<file path="config.mk">
export PLATFORM = sky130hd
export DESIGN_NAME = ict_ora_chain
export DESIGN_NICKNAME = d
export VERILOG_FILES = /design/src/rtl/ict_pkg.sv /design/src/rtl/ict_vector_gen.sv /design/src/rtl/ict_wire_group.sv /design/src/rtl/ict_resp_check.sv /design/src/rtl/ict_slot_timer.sv /design/src/rtl/ict_ora_chain.sv
export SDC_FILE = /design/constraint.sdc
export NUM_CORES = 1
export LEC_CHECK = 0
export ABC_AREA = 1
export BUFFER_PORTS_ARGS = -buffer_cell sky130_fd_sc_hd__clkbuf_2
export CORE_MARGIN = 2
export CORE_UTILIZATION = 45
export CTS_CLUSTER_SIZE = 40
export DETAILED_ROUTE_END_ITERATION = 10
export PLACE_DENSITY = 0.73
export REMOVE_ABC_BUFFERS = 1
export SLEW_MARGIN = 5
export SYNTH_ARGS = -nofsm -noshare
export SYNTH_HDL_FRONTEND = slang
export SYNTH_SLANG_ARGS = --single-unit
</file>
<file path="constraint.sdc">
create_clock -name clk_i -period 1.8 [get_ports clk_i]
set_clock_uncertainty 0.2 [all_clocks]
set_input_delay 0.18 -clock clk_i [delete_from_list [all_inputs] [get_ports clk_i]]
set_output_delay 0.18 -clock clk_i [all_outputs]
set_load 0.05 [all_outputs]
</file>
<file path="src/rtl/ict_pkg.sv">
package ict_pkg;

  // Per-wire fault code
  typedef enum logic [1:0] {
    FLT_NONE = 2'd0,
    FLT_SA0  = 2'd1,
    FLT_SA1  = 2'd2,
    FLT_BRG  = 2'd3
  } flt_e;

  localparam int SEL_W    = 3;
  localparam int FLT_BITS = 8;

  // Word placed on wires 1..4 (wire 1 is bit 3)
  function automatic logic [3:0] vec_of(input logic [SEL_W-1:0] sel);
    logic [3:0] v;
    case (sel)
      3'd0:    v = 4'b0000;
      3'd1:    v = 4'b1111;
      3'd2:    v = 4'b1010;
      3'd3:    v = 4'b0101;
      3'd4:    v = 4'b1110;
      3'd5:    v = 4'b0111;
      3'd6:    v = 4'b1000;
      default: v = 4'b0001;
    endcase
    return v;
  endfunction

  // Six driven lines: index 5 left guard, 4..1 wires 1..4, 0 right guard
  function automatic logic [5:0] drive_of(input logic [3:0] v);
    return {~v[3], v, ~v[0]};
  endfunction

  function automatic logic is_basic(input logic [3:0] w);
    return (w == 4'b0000) || (w == 4'b1111) || (w == 4'b1010) || (w == 4'b0101);
  endfunction

  // Received word after fault injection; a bridge at index i shorts i and i-1
  function automatic logic [3:0] observe(input logic [5:0] drv, input logic [FLT_BITS-1:0] flt);
    logic [5:1] brg;
    logic [3:0] obs;
    logic       b;
    logic [1:0] code;
    brg = '0;
    for (int w = 0; w < 4; w++) begin
      brg[4-w] = (flt[w*2 +: 2] == FLT_BRG);
    end
    obs = '0;
    for (int i = 1; i <= 4; i++) begin
      b = drv[i];
      if (brg[i])   b = b & drv[i-1];
      if (brg[i+1]) b = b & drv[i+1];
      code = flt[(4-i)*2 +: 2];
      if (code == FLT_SA0)      b = 1'b0;
      else if (code == FLT_SA1) b = 1'b1;
      obs[i-1] = b;
    end
    return obs;
  endfunction

endpackage

</file>
<file path="src/rtl/ict_vector_gen.sv">
module ict_vector_gen
  import ict_pkg::*;
(
  input  logic [SEL_W-1:0] sel_i,
  output logic [5:0]       drive_o
);
  logic [3:0] word;

  assign word    = vec_of(sel_i);
  assign drive_o = drive_of(word);
endmodule

</file>
<file path="src/rtl/ict_wire_group.sv">
module ict_wire_group
  import ict_pkg::*;
(
  input  logic [5:0]          drive_i,
  input  logic [FLT_BITS-1:0] fault_i,
  output logic [3:0]          obs_o
);
  assign obs_o = observe(drive_i, fault_i);
endmodule

</file>
<file path="src/rtl/ict_resp_check.sv">
module ict_resp_check
  import ict_pkg::*;
(
  input  logic [3:0] obs_i,
  output logic       fail_o
);
  assign fail_o = ~is_basic(obs_i);
endmodule

</file>
<file path="src/rtl/ict_slot_timer.sv">
module ict_slot_timer #(
  parameter int CELLS = 8
) (
  input  logic             clk_i,
  input  logic             rst_ni,
  input  logic             start_i,
  output logic [CELLS-1:0] slot_o
);
  localparam int LAST = 2 * CELLS;
  localparam int CW   = $clog2(LAST + 1);

  logic [CW-1:0] cnt_q;

  always_ff @(posedge clk_i or negedge rst_ni) begin
    if (!rst_ni)                 cnt_q <= CW'(LAST);
    else if (start_i)            cnt_q <= '0;
    else if (cnt_q != CW'(LAST)) cnt_q <= cnt_q + 1'b1;
  end

  for (genvar p = 0; p < CELLS; p++) begin : g_slot
    assign slot_o[p] = (cnt_q == CW'(p));
  end
endmodule

</file>
<file path="src/rtl/ict_ora_chain.sv">
module ict_ora_chain
  import ict_pkg::*;
#(
  parameter int CELLS = 8,
  localparam int FW   = CELLS * FLT_BITS
) (
  input  logic             clk_i,
  input  logic             rst_ni,
  input  logic             start_i,
  input  logic [SEL_W-1:0] test_sel_i,
  input  logic [FW-1:0]    fault_i,
  output logic             chain_end_o
);
  logic [CELLS-1:0] slot;
  logic [CELLS-1:0] cell_fail;
  logic [CELLS-1:0] inject;
  logic [CELLS-1:0] chain_up;
  logic [CELLS-1:0] chain_q;

  ict_slot_timer #(.CELLS(CELLS)) u_timer (
    .clk_i  (clk_i),
    .rst_ni (rst_ni),
    .start_i(start_i),
    .slot_o (slot)
  );

  for (genvar p = 0; p < CELLS; p++) begin : g_cell
    logic [5:0] drive;
    logic [3:0] obs;

    ict_vector_gen u_gen (
      .sel_i  (test_sel_i),
      .drive_o(drive)
    );

    ict_wire_group u_grp (
      .drive_i(drive),
      .fault_i(fault_i[p*FLT_BITS +: FLT_BITS]),
      .obs_o  (obs)
    );

    ict_resp_check u_chk (
      .obs_i (obs),
      .fail_o(cell_fail[p])
    );

    assign inject[p] = slot[p] & cell_fail[p];

    if (p == CELLS - 1) begin : g_head
      assign chain_up[p] = 1'b0;
    end else begin : g_link
      assign chain_up[p] = chain_q[p+1];
    end
  end

  always_ff @(posedge clk_i or negedge rst_ni) begin
    if (!rst_ni)      chain_q <= '0;
    else if (start_i) chain_q <= '0;
    else              chain_q <= chain_up | inject;
  end

  assign chain_end_o = chain_q[0];
endmodule

</file>
==> metrics.md, run 1 <==
| Metric | Value |
|---|---|
| Number of global-route vias before repair | `2389` |
| Clock Latency Late Sink | `250 ps` |
| Final hold vios | `0` |
| FP Rows | `24` |
| DR vias/cell | `4.99` |
| Clock-pin transition on the worst setup and hold timing paths | `60 ps` |
| Initial drt markers | `roughly 160` |
| Synth Register Bits | `13` |
| Area after DPL | `0.00248 mm^2` |
| Max Cap Violations | `0` |
| # setup viols final | `0` |
| Synth top area cells | `nand2_1 30%, inv_1 16%, dfrtp_1 15%` |
| Gate Count Post-Synth | `between 300 and 400` |
| Maximum root-to-sink buffer count | `2` |
| Root Buffer | `clkbuf_8` |
| RSZ-0062 raised after global routing | `no` |
| Post-synth top area cell | `nand2_1` |
| Largest net degree at the start of global routing | `15` |
| Synthesis warning total | `0` |
| Core box area | `approximately 0.0043 mm^2` |
| Class of the worst hold path | `in2reg` |
| Post-Place Worst Slack | `-147 ps` |
| Final core occ | `0.588` |
| Crit Path Max Fanout | `10` |
| Syn_area_per_cell | `just over 5 um^2` |
| Total GRT Usage | `0.240` |
| Antenna violations before repair | `0` |
| Post-Layout Inst Area | `~0.0025 mm^2` |
| Port Buffers | `70` |
| Sequential-to-total area share from yosys stat | `0.162` |
| Slowest cell on crit path | `buf_4` |
| N_diodes | `0` |
| Setup ws final | `approximately 140 ps` |
| Drt total wl | `roughly 5.9 mm` |
| CTS buffer count | `3` |
| Via count | `2638` |
| H-tree depth | `1` |
| Post-layout min period | `roughly 1700 ps` |
| CP arrival | `~1600 ps` |
| Area delta synth->final | `26.1%` |
| Setup Crit Path Kind | `in2reg` |
| Cell Area, Synth | `approximately 0.0020 mm^2` |
| Critical path's largest stage delay | `approximately 200 ps` |
| Worst slew pin tran | `429 ps` |
| Peak Freq | `between 0.6 and 0.7 GHz` |
| Multi-input logic area | `about 0.0013 mm^2` |
| Area share of the largest cell type after synthesis | `0.300` |
| Die Wd | `just over 70 um` |
| Post-synth EDFFs | `0` |
| Drt pass-1 iters | `5` |
| Layout cells sized above 1 | `0.208` |
| Leakage | `between 0.0015 and 0.002 uW` |
| CP Cell Sequence | `clkbuf_2, buf_4, inv_2, nand2_1, nand3_4, nand2_2, nand2_2, o21ai_1, inv_1, nand2_1, nand3_1, nand2_1, nand2_1` |
| Starting Density | `0.466` |
| Die Span Y | `between 70 and 80 um` |
| First-pass GRT wire length | `a little under 10 mm` |
| Setup Total Neg Slack | `0 ps` |
| Pwr Density | `between 400 and 500 mW/mm^2` |
| Type of origin of the critical path | `input port` |
| Count of pins over their slew limit | `0` |
| DP HPWL | `approximately 4.8 mm` |
| Wire per inst | `approximately 11 um` |
| Clock Sinks | `13` |
| CTS tree | `done` |
| Relative slew slack | `0.713` |
| Synth cell count leaders | `161 x nand2_1, 84 x inv_1, 47 x nand3_1, 23 x nor2_1, 16 x a21oi_1` |
| Top FF cell, synth | `dfrtp_1` |
| Netlist cell types | `29` |
| Fin nets | `around 550` |
| IO Pins | `71` |
| Crit. End Element | `register` |
| Antenna viol nets, final | `0` |
| Top-count cell post-synth | `nand2_1` |
| Status | `finished clean` |
| RePlAce Congestion | `a little under 0.9` |
| Fin crit share | `0.925` |
| CP required | `1740 ps` |
| Peak VDD IR | `~0.23 mV` |
| DR DRC count | `0` |
| Gr ovfl total | `0` |
| Final hold slack | `about 24 ps` |
| Most used cell, CP | `nand2_1` |
| Die area | `~0.005 mm^2` |
| Ys async rst share | `1.00` |
| # fillers | `about 480` |
| Post-CTS Setup Bufs | `0` |
| Sequential cell area | `roughly 330 um^2` |
[cell usage in the layout (no fill, tap or decap), types with 2 or more instances in the layout]
master	Yosys	final
nand2_1	161	160
inv_1	84	84
clkbuf_2	0	70
nand3_1	47	47
nor2_1	23	23
a21oi_1	16	16
dfrtp_1	12	12
o21ai_0	11	11
buf_4	3	11
nand4_1	7	7
nand2_2	4	5
ha_1	4	4
a31oi_1	3	3
clkbuf_8	0	3
inv_2	2	2
nand3_2	2	2
o211ai_1	2	2
xor2_1	2	2
[final timing paths]
check                      slack, ps              from                to  depth (start not counted)
min reg2reg                      300        chain_q[6]        chain_q[5]                          2
min in group asynchronous        160            rst_ni  u_timer.cnt_q[3]                          2
max                              140     test_sel_i[0]        chain_q[3]                         13
max in group asynchronous        950            rst_ni  u_timer.cnt_q[4]                          2
max reg2reg                      170  u_timer.cnt_q[0]  u_timer.cnt_q[2]                          7
min                               20           start_i  u_timer.cnt_q[4]                          2
[metrics by stage]
step | power [uW] | std cells
3_3_place_gp | 847 | 524
3_5_place_dp | 859 | 524
6_report | 1130 | 529
2_1_floorplan | 648 | 391
5_1_grt | 1230 | 529
4_1_cts | 1130 | 529
[sequential cells by signal, indices dropped and copies added, names as in the netlist]
signal         cells
chain_q            8
u_timer.cnt_q      5
[logic make-up after synthesis]
kind of cell,synth area share
AO/OA/AOI/OAI,0.102
AND/OR/NAND/NOR,0.521
XOR/XNOR,0.00869
buffers and inverters,0.181
adder cells (fa/ha/maj),0.0248
flip-flops,0.162
[routing by layer]
metal,wire [um],up-vias,track usage,part of all wire
met1,2680,1152,0.305,0.45
li1,-,1372,-,-
met2,2750,99,0.427,0.46
met3,376,15,0.0356,0.064
met4,110,0,0.0608,0.019
met5,0,-,0,0
[cell type report]
cell class	count	area share
Clock buffer	4	0.0177
Inverter	87	0.129
Multi-Input combinational cell	291	0.525
Sequential cell	13	0.129
Tap cell	52	0.0256
Timing Repair Buffer	82	0.174
[power breakdown]
group / leakage, uW / switching, uW / internal [uW]
sequential: 0.000173 / 9.52 / 307
clock: 0.0000228 / 109 / 157
combinational: 0.00151 / 334 / 214
[worst max-delay path: cells and delay by family]
kind	cells	cell delay (ps)
simple gates	8	720
buf+inv	4	480
compound gates	1	200
[repair_timing]
item                                    4_1_cts  5_1_grt
endpoints found under the hold margin        13        0
endpoints found under the setup margin        0        1
hold buffers                                  1        0
resized for setup                             0        2
(Power assumes the default switching activity.)
==> inputs of run 2 (changes only) <==
Settings changed: ABC_AREA 1 to default, PLACE_DENSITY 0.73 to 0.74.
==> run 2 against run 1 <==
Against the previous run:
- global-route usage rose by 0.26 points
- synthesized area fell by 7.5%
- core utilization rose by 3.6 points
- routed wire length fell by 5.9%
- setup slack got worse by 89 ps
- total power fell by 3.3%
- final cell count fell by 29%
- flip-flop and latch count did not move
- sequential power rose by 2%
- via count fell by 14%
- combinational power fell by 7.3%
- hold slack improved by 23 ps
==> metrics.md, run 2 <==
| Metric | Value |
|---|---|
| Die area | `0.00467 mm^2` |
| Most frequent cells in the layout | `70 x clkbuf_2, 22 x nor2_1, 22 x buf_4, 18 x a21oi_1, 16 x nor2b_1` |
| Netlist cell types | `38` |
| XOR/XNOR share of the synthesized area | `0.0564` |
| Crit Path Max Fanout | `6` |
| DP HPWL | `4.57 mm` |
| Synthesis warning total | `0` |
| Relative slew slack | `0.747` |
| Post-synth top area cell | `dfrtp_1` |
| CP Cell Sequence | `nor4_4, buf_4, buf_6, buf_6, o311a_1, mux2i_1, o221ai_1` |
| CTS tree | `done` |
| Clock-pin transition on the worst setup and hold timing paths | `~60 ps` |
| Regs by FF count | `chain_q: 8 flops, u_timer.cnt_q: 5 flops` |
| Cell family with most CP delay | `flip-flops` |
| RSZ-0062 raised after global routing | `yes` |
| Max Cap Violations | `0` |
| Antenna viol nets, final | `0` |
| DR vias/cell | `between 5 and 6` |
| Drt total wl | `around 5.6 mm` |
| Peak VDD IR | `~0.29 mV` |
| Cell Area, Synth | `between 0.0015 and 0.002 mm^2` |
| # fillers | `about 370` |
| Synth top area cells | `dfrtp_1 16%, nor2b_1 5.4%, a21oi_1 4.8%` |
| Area share of the largest cell type after synthesis | `0.161` |
| Fin nets | `402` |
| Synth Area in Simple Gates | `0.283` |
| Layout cells sized above 1 | `0.355` |
| First-pass GRT wire length | `roughly 8.6 mm` |
| Class of the worst hold path | `in2reg` |
| IO Pins | `71` |
| CP arrival | `1670 ps` |
| Worst slew pin tran | `between 300 and 400 ps` |
| Crit. End Element | `register` |
| Top FF cell, synth | `dfrtp_1` |
| Sequential-to-total area share from yosys stat | `0.175` |
| Type of origin of the critical path | `register` |
| Most common cell after layout, fill and taps aside | `clkbuf_2` |
| Die Wd | `about 68 um` |
| Synth Area in Compound Gates | `0.362` |
| Gate Count Post-Synth | `240` |
| Core box area | `~0.0040 mm^2` |
| N_diodes | `0` |
| Total GRT Usage | `0.243` |
| Final hold vios | `0` |
| Syn_area_per_cell | `7.77 um^2` |
| Largest net degree at the start of global routing | `18` |
| FP Rows | `23` |
| Most used cell, CP | `buf_6` |
| Clock Latency Late Sink | `between 200 and 250 ps` |
| Number of global-route vias before repair | `2004` |
| Gr ovfl total | `0` |
| Ys async rst share | `1.00` |
| Largest family of logic cells by synthesized area | `compound AO/OA/AOI/OAI gates` |
| Maximum root-to-sink buffer count | `2` |
| Port Buffers | `70` |
| Initial drt markers | `approximately 120` |
| Synth cell count leaders | `22 x nor2_1, 18 x a21oi_1, 16 x nor2b_1, 12 x dfrtp_1` |
| Peak Freq | `between 0.5 and 0.6 GHz` |
| Status | `finished clean` |
| Synth Register Bits | `13` |
| Count of pins over their slew limit | `0` |
| Slowest cell on crit path | `dfstp_2` |
| Post-layout min period | `roughly 1800 ps` |
| Mux cell area share after synthesis | `0.0430` |
| Clock Sinks | `13` |
| CP required | `between 1500 and 2000 ps` |
| Pwr Density | `approximately 440 mW/mm^2` |
| Fin crit share | `0.975` |
| Leakage | `roughly 0.0011 uW` |
| Root Buffer | `clkbuf_8` |
| Multi-input logic area | `0.00147 mm^2` |
| Critical path's largest stage delay | `~610 ps` |
| DR DRC count | `0` |
| Die Span Y | `68.4 um` |
| CTS buffer count | `3` |
| Largest register by flop count | `chain_q` |
| H-tree depth | `1` |
| Sequential cell area | `328 um^2` |
| Via count | `approximately 2300` |
| Final hold slack | `around 46 ps` |
| Drt pass-1 iters | `4` |
| Antenna violations before repair | `0` |
| Area delta synth->final | `33.8%` |
| Starting Density | `0.466` |
| Worst Path Buf+Inv | `3` |
| # setup viols final | `0` |
| Adder-cell area share of the yosys netlist | `0.0268` |
| Wire per inst | `~15 um` |
| Top-count cell post-synth | `nor2_1` |
| Setup Crit Path Kind | `reg2reg` |
| RePlAce Congestion | `0.866` |
| Post-synth EDFFs | `0` |
| Largest register FFs | `8` |
| Final core occ | `0.623` |
[run 2: timing repair]
item | in CTS | in global routing
pin swaps | 1 | 2
gates cloned | 0 | 0
endpoints found under the hold margin | 13 | 0
buffers inserted | 0 | 2
gates resized for setup | 0 | 9
hold buffers | 1 | 0
setup endpoints to repair | 4 | 10
[run 2: path summary, 6_finish.rpt]
| check | start | to | slack [ps] | cells after the start |
|---|---|---|---|---|
| max | u_timer.cnt_q[4] | chain_q[1] | 50 | 7 |
| max reg2reg | u_timer.cnt_q[4] | chain_q[1] | 50 | 7 |
| min | start_i | u_timer.cnt_q[0] | 50 | 2 |
| min in group asynchronous | rst_ni | u_timer.cnt_q[2] | 170 | 2 |
| max in group asynchronous | rst_ni | u_timer.cnt_q[4] | 930 | 2 |
| min reg2reg | chain_q[4] | chain_q[3] | 330 | 2 |
[run 2: final cells by class]
| class | count | area share |
|---|---|---|
| Sequential cell | 13 | 0.131 |
| Multi-Input combinational cell | 204 | 0.589 |
| Timing Repair Buffer | 95 | 0.220 |
| Tap cell | 50 | 0.0251 |
| Inverter | 11 | 0.0166 |
| Clock buffer | 4 | 0.0181 |
[run 2: cells by family after synthesis]
group / Yosys count
AOI/OAI and AO/OA: 90
muxes: 8
adders and majority gates: 4
buffers and inverters: 23
DFF: 13
and+or+nand+nor: 90
xor gates and xnor gates: 12
[run 2: through the flow]
stage	setup TNS, ps	cell area (um^2)	setup slack, ps	total power (uW)	instances
6_report	0	2490	45.9	1090	377
5_1_grt	-66.8	2490	-37.6	1160	377
4_1_cts	0	2440	6.87	1080	375
3_5_place_dp	-197	2380	-66.8	812	370
3_3_place_gp	-18.2	2380	-18.2	801	370
2_1_floorplan	0	1810	99.9	579	228
[run 2: report_power, final]
group | internal (uW) | switching, uW
Clock | 156 | 108
Sequential | 311 | 10.6
Combinational | 228 | 280
[run 2: routing by layer]
layer,track usage,part of all wire,wire length [um],up-vias
li1,-,-,-,1100
met1,0.305,0.44,2450,1056
met2,0.436,0.47,2620,93
met3,0.0378,0.073,406,8
met4,0.0500,0.015,84,0
met5,0,0,0,-
